### src/rtl/pmul_pkg.sv
package pmul_pkg;
  localparam int unsigned LANE_W  = 16;
  localparam int unsigned N_LANES = 4;
  localparam int unsigned PIPE_D  = 3;

  typedef enum logic {
    OP_LO = 1'b0,
    OP_HI = 1'b1
  } pmul_op_e;
endpackage

### src/rtl/pmul_ctl_pipe.sv
module pmul_ctl_pipe
  import pmul_pkg::*;
#(
  parameter int unsigned DEPTH = PIPE_D
) (
  input  logic     clk,
  input  logic     rst_n,
  input  logic     vld_i,
  input  pmul_op_e op_i,
  output logic     vld_s1_o,
  output logic     vld_s2_o,
  output pmul_op_e op_s2_o,
  output logic     vld_o
);
  localparam int unsigned CNT_W = $clog2(DEPTH + 1);

  logic     vld_q [DEPTH];
  logic     vld_d [DEPTH];
  pmul_op_e op_q  [DEPTH];
  pmul_op_e op_d  [DEPTH];
  logic     op_en [DEPTH];

  for (genvar k = 0; k < DEPTH; k++) begin : g_stage
    always_comb begin
      if (k == 0) begin
        vld_d[k] = vld_i;
        op_d[k]  = op_i;
        op_en[k] = vld_i;
      end else begin
        vld_d[k] = vld_q[k-1];
        op_d[k]  = op_q[k-1];
        op_en[k] = vld_q[k-1];
      end
    end

    always_ff @(posedge clk or negedge rst_n) begin
      if (!rst_n) vld_q[k] <= 1'b0;
      else        vld_q[k] <= vld_d[k];
    end

    always_ff @(posedge clk) begin
      if (op_en[k]) op_q[k] <= op_d[k];
    end
  end

  assign vld_s1_o = vld_q[0];
  assign vld_s2_o = vld_q[1];
  assign op_s2_o  = op_q[1];
  assign vld_o    = vld_q[DEPTH-1];

  // Cycles since reset release, saturating at DEPTH (checker only)
  logic [CNT_W-1:0] since_rst_q;
  always_ff @(posedge clk or negedge rst_n) begin
    if (!rst_n)                      since_rst_q <= '0;
    else if (since_rst_q != DEPTH[CNT_W-1:0]) since_rst_q <= since_rst_q + 1'b1;
  end

  assert_quiet_after_reset_R6 : assert property (@(posedge clk) disable iff (!rst_n)
    (since_rst_q < DEPTH[CNT_W-1:0]) |-> !vld_o);

  assert_first_stage_tracks_input_R4 : assert property (@(posedge clk) disable iff (!rst_n)
    (since_rst_q != '0) |-> (vld_q[0] == $past(vld_i)));

  for (genvar k = 1; k < DEPTH; k++) begin : g_chk
    assert_stage_advance_R4 : assert property (@(posedge clk) disable iff (!rst_n)
      (since_rst_q > k[CNT_W-1:0]) |-> (vld_q[k] == $past(vld_q[k-1])));
  end
endmodule

### src/rtl/pmul_lane.sv
module pmul_lane
  import pmul_pkg::*;
#(
  parameter int unsigned W = LANE_W
) (
  input  logic         clk,
  input  logic         rst_n,
  input  logic         en_s1_i,
  input  logic         en_s2_i,
  input  logic         en_s3_i,
  input  pmul_op_e     op_s2_i,
  input  pmul_op_e     op_i,
  input  logic         vld_out_i,
  input  logic [W-1:0] a_i,
  input  logic [W-1:0] b_i,
  output logic [W-1:0] res_o
);
  localparam int unsigned PW = 2 * W;

  logic [W-1:0]  a_q, b_q;
  logic [PW-1:0] prod_d, prod_q;
  logic [W-1:0]  res_d, res_q;

  // Stage 1: capture operands
  always_ff @(posedge clk) begin
    if (en_s1_i) begin
      a_q <= a_i;
      b_q <= b_i;
    end
  end

  // Stage 2: full signed product
  always_comb prod_d = PW'($signed(a_q) * $signed(b_q));

  always_ff @(posedge clk) begin
    if (en_s2_i) prod_q <= prod_d;
  end

  // Stage 3: keep one half
  always_comb begin
    unique case (op_s2_i)
      OP_HI:   res_d = prod_q[PW-1:W];
      default: res_d = prod_q[W-1:0];
    endcase
  end

  always_ff @(posedge clk) begin
    if (en_s3_i) res_q <= res_d;
  end

  assign res_o = res_q;

  // Checker: relate the lane output to the lane inputs three edges back
  logic [PW-1:0] ref_full;
  always_comb ref_full = PW'($signed(a_i) * $signed(b_i));

  assert_low_half_R2 : assert property (@(posedge clk) disable iff (!rst_n)
    (vld_out_i && $past(op_i, 3) == OP_LO) |-> (res_o == $past(ref_full[W-1:0], 3)));

  assert_high_half_R3 : assert property (@(posedge clk) disable iff (!rst_n)
    (vld_out_i && $past(op_i, 3) == OP_HI) |-> (res_o == $past(ref_full[PW-1:W], 3)));
endmodule

### src/rtl/pmul_top.sv
module pmul_top
  import pmul_pkg::*;
#(
  parameter int unsigned LW = LANE_W,
  parameter int unsigned NL = N_LANES
) (
  input  logic             clk,
  input  logic             rst_n,
  input  logic             in_valid,
  input  logic             in_op,
  input  logic [LW*NL-1:0] in_a,
  input  logic [LW*NL-1:0] in_b,
  output logic             out_valid,
  output logic [LW*NL-1:0] out_data
);
  localparam int unsigned LAT = PIPE_D;

  logic     vld_s1, vld_s2, vld_s3;
  pmul_op_e op_s2;
  pmul_op_e op_in;

  assign op_in = pmul_op_e'(in_op);

  pmul_ctl_pipe #(.DEPTH(LAT)) u_ctl (
    .clk      (clk),
    .rst_n    (rst_n),
    .vld_i    (in_valid),
    .op_i     (op_in),
    .vld_s1_o (vld_s1),
    .vld_s2_o (vld_s2),
    .op_s2_o  (op_s2),
    .vld_o    (vld_s3)
  );

  for (genvar i = 0; i < NL; i++) begin : g_lane
    pmul_lane #(.W(LW)) u_lane (
      .clk       (clk),
      .rst_n     (rst_n),
      .en_s1_i   (in_valid),
      .en_s2_i   (vld_s1),
      .en_s3_i   (vld_s2),
      .op_s2_i   (op_s2),
      .op_i      (op_in),
      .vld_out_i (vld_s3),
      .a_i       (in_a[i*LW +: LW]),
      .b_i       (in_b[i*LW +: LW]),
      .res_o     (out_data[i*LW +: LW])
    );
  end

  assign out_valid = vld_s3;
endmodule

### config.mk
export PLATFORM = sky130hd
export DESIGN_NAME = pmul_top
export DESIGN_NICKNAME = d
export VERILOG_FILES = /design/src/rtl/pmul_pkg.sv /design/src/rtl/pmul_ctl_pipe.sv /design/src/rtl/pmul_lane.sv /design/src/rtl/pmul_top.sv
export SDC_FILE = /design/constraint.sdc
export NUM_CORES = 2
export LEC_CHECK = 0
export ABC_AREA = 0
export BUFFER_PORTS_ARGS = -buffer_cell sky130_fd_sc_hd__buf_4
export CORE_ASPECT_RATIO = 1.2
export CORE_MARGIN = 2
export CORE_UTILIZATION = 40
export DETAILED_ROUTE_END_ITERATION = 16
export HOLD_SLACK_MARGIN = 0.15
export REMOVE_ABC_BUFFERS = 1
export SYNTH_ARGS = -nofsm -noshare
export SYNTH_HDL_FRONTEND = slang
export SYNTH_SLANG_ARGS = --single-unit
### constraint.sdc
create_clock -name clk -period 13.38 [get_ports clk]
set_input_delay 0.669 -clock clk [delete_from_list [all_inputs] [get_ports clk]]
set_output_delay 0.669 -clock clk [all_outputs]
set_load 0.005 [all_outputs]
==> flow_metrics.py <==
metrics = {
    "timing": {
        "tns_ns": 0,
        "rsz0062_at_grt": "false",
        "relSlewSlack_pct": 28.43,
        "setup_violations": 0,
        "hold_viol_final": 0,
        "whs_ns": 0.2172,
        "layout_min_cycle_time_ns": 6.960,
        "tightestPinTransition_ns": 1.074,
        "finClkSkew_ns": 0.02384,
        "slew_violations": 0,
        "max_freq_ghz": 0.1437,
        "finalCritPeriodShare_pct": 52.01,
    },
    "die": {
        "io_pins": 197,
        "placementRows": 141,
        "start_util_pct": 40.29,
        "die_w_um": 325.5,
        "die_y_um": 389.8,
        "die_area_sq_um": 126900,
        "core_sq_um": 123100,
    },
    "detailed_routing": {
        "antenna_left": 0,
        "routed_via_density": 4.893,
        "drt_iter0_markers": 1557,
        "routed.top_layer": "met4",
        "wl_met2_um": 60180,
        "m1WireLength_um": 45850,
        "wl_um": 113500,
        "first_pass_iters": 5,
        "wire_per_inst_um": 17.48,
        "wl_met3_um": 4536,
        "drc": 0,
        "vias": 31780,
    },
    "critical_path": {
        "path_max_fanout": 16,
        "setup.worst_path.class": "reg -> reg",
        "worstSetupEndpointType": "flip-flop",
        "worst-path-buf-inv": 5,
        "rrSetupSlack_ns": 6.42,
        "critPathMaxStageDelay_ns": 0.78,
        "crit_required_ns": 13.75,
        "critPathLaunchType": "flip-flop",
        "crit_chain": "nand2_1 -> fa_1 -> inv_1 -> fa_1 -> inv_1 -> fa_1 -> inv_1 -> fa_1 -> fa_1 -> inv_1 -> fa_1 -> inv_1 -> ha_1 -> and3_1 -> a221oi_2 -> o22a_1 -> nand2b_1 -> o41ai_2 -> o31ai_1 -> o41a_1 -> xor2_1",
        "critPathTopFamily": "adder cells",
        "rr_worst_depth": 21,
        "crit_slowest_cell": "edfxtp_1",
        "crit_top_cell": "fa_1",
        "r2r-end": "g_lane[1].u_lane.prod_q[30]$_DFFE_PP_",
        "arrival_ns": 7.33,
        "timing.rr.start": "g_lane[1].u_lane.b_q[7]$_DFFE_PP_",
    },
    "global_routing": {
        "antenna_found_initial": 0,
        "grtUsageTotal_pct": 18.92,
        "grt_pass1_vias": 35590,
        "grt_overflow_total": 0,
        "grt_pass1_wl_um": 189100,
        "grt_max_degree": 67,
    },
    "logic_synthesis": {
        "yosys.area.top_type_share_pct": 42.29,
        "syn_inst": 4693,
        "synth_edf_count": 322,
        "ys.flop_type": "edfxtp_1",
        "ys_seq_area_share_pct": 19.64,
        "yosysUniqueCellTypes": 69,
        "async_flop_share_pct": 0.9231,
        "syn_avg_cell_area_sq_um": 10.57,
        "synth_warnings": 0,
        "synth_seq_cells": 325,
        "synth_top_area_cell": "fa_1",
        "syn_area_sq_um": 49610,
        "ys_top_cells_by_area": "fa_1 (42%), edfxtp_1 (19%), inv_1 (8.8%)",
        "synthTopCellsByCount": "inv_1 (1159), fa_1 (1048), and2_1 (502), nand2_1 (492), ha_1 (328)",
        "yosysMostFrequentCell": "inv_1",
    },
    "cells_and_area": {
        "syn_to_final_growth_pct": 9.327,
        "utilization_pct": 44.04,
        "stdcell_area_sq_um": 54230,
        "drive_above_1_share_pct": 7.280,
        "nNetsFinal": 6322,
    },
    "clocking": {
        "clkLatencyLatePin_ns": 0.62,
        "path_clk_slew_ns": 0.07,
        "cts_htree_levels": 2,
        "cts-root-buf": "clkbuf_16",
        "clockBufferDepth": 3,
        "cts_tree": "built",
        "cts_made_buffers": 43,
        "cts_sinks": 325,
        "ctsResizeCount": 0,
    },
    "status": {
        "run_status": "completed",
    },
    "hold_path": {
        "min_from": "in_b[48]",
        "hold_path.class": "in -> reg",
        "min_to": "g_lane[3].u_lane.b_q[0]$_DFFE_PP_",
        "hold_depth": 1,
    },
    "placement": {
        "postPlaceCellArea_sq_um": 52660,
        "io_buffer_count": 196,
        "routabilityCongestion": 0.8425,
        "hpwlAfterDp_um": 91400,
    },
    "run": {
        "maxCapViolCount": 0,
    },
}
cell usage in the layout, fill, tap and decap left out, types with 27 or more instances in the layout:
master,n
nand3_1,27
ha_1,328
xnor2_1,128
inv_1,1159
clkbuf_16,43
a21oi_1,67
edfxtp_1,322
mux2_2,64
o21ai_0,34
nand2_1,492
nor2_1,103
fa_1,1048
a21o_1,33
and2_1,502
buf_4,200
layer usage:
metal  vias up  global-route usage [%]
li1      14300                       -
met2       571                   34.74
met1     16750                   23.29
met5         -                       0
met3       152                   2.484
met4         0                   5.052
logic make-up (layout without fill, tap and decap cells):
| kind of cell | count (synthesis) | in the layout | synth area share [%] |
|---|---|---|---|
| buffers and inverters | 1297 | 1453 | 9.832 |
| AND/OR/NAND/NOR | 1226 | 1226 | 12.42 |
| XOR/XNOR | 144 | 144 | 2.542 |
| multiplexers | 65 | 65 | 1.473 |
| AO/OA/AOI/OAI | 260 | 260 | 3.526 |
| flip-flops | 325 | 325 | 19.64 |
| other | 0 | 1 | 0 |
| adder cells (fa/ha/maj) | 1376 | 1376 | 50.56 |
state kept, by name, indices dropped and copies added (netlist names):
name and cells:
g_lane.u_lane.a_q 64, g_lane.u_lane.res_o 64, u_ctl.vld_o 1, g_lane.u_lane.prod_q 128, u_ctl.op_q 2, u_ctl.vld_s2_o 1, g_lane.u_lane.b_q 64, u_ctl.vld_s1_o 1
final cells by class:
type                    count  area, sq um
diodes                      1        2.502
clock buffers              52         1110
clock inverters            28        334.1
fillers                 11860        68910
inverters                1159         4350
multi-input cells        3071        34990
flip-flops and latches    325         9752
well taps                1644         2057
repair buffers            214         1643
timing repair:
action,in CTS,in global routing
hold buffers,13,0
endpoints found under the hold margin,15,0
setup buffers,0,0
worst max path at each step:
| stage | cells past startpoint | slack [ns] | endpoint | startpoint |
|---|---|---|---|---|
| after detailed placement | 19 | 6.49 | g_lane[3].u_lane.prod_q[30]$_DFFE_PP_ | g_lane[3].u_lane.a_q[15]$_DFFE_PP_ |
| after global placement | 17 | 6.53 | g_lane[3].u_lane.prod_q[30]$_DFFE_PP_ | g_lane[3].u_lane.a_q[15]$_DFFE_PP_ |
| after CTS | 19 | 6.43 | g_lane[3].u_lane.prod_q[30]$_DFFE_PP_ | g_lane[3].u_lane.a_q[15]$_DFFE_PP_ |
| after global routing | 21 | 6.07 | g_lane[1].u_lane.prod_q[30]$_DFFE_PP_ | g_lane[1].u_lane.b_q[7]$_DFFE_PP_ |
| final | 21 | 6.42 | g_lane[1].u_lane.prod_q[30]$_DFFE_PP_ | g_lane[1].u_lane.b_q[7]$_DFFE_PP_ |
| after floorplan | 19 | 6.97 | g_lane[3].u_lane.prod_q[30]$_DFFE_PP_ | g_lane[3].u_lane.a_q[15]$_DFFE_PP_ |
worst register-to-register path, stage by stage, from the launching register on:
cell and delay [ns]:
edfxtp_1 0.78, nand2_1 0.19, fa_1 0.57, inv_1 0.05, fa_1 0.49, inv_1 0.05, fa_1 0.52, inv_1 0.04
fa_1 0.44, fa_1 0.53, inv_1 0.06, fa_1 0.48, inv_1 0.05, ha_1 0.32, and3_1 0.19, a221oi_2 0.32
o22a_1 0.26, nand2b_1 0.11, o41ai_2 0.48, o31ai_1 0.22, o41a_1 0.41, xor2_1 0.15
per-stage QoR:
stage | worst slack [ns] | cells
floorplan | 6.974 | 4555
CTS | 6.426 | 6493
detailed placement | 6.486 | 6400
global placement | 6.531 | 6400
finish | 6.420 | 6494
global route | 6.068 | 6493
Power is not shown: default switching activity piles up to over one toggle a cycle in this logic, so the estimate is an artifact.
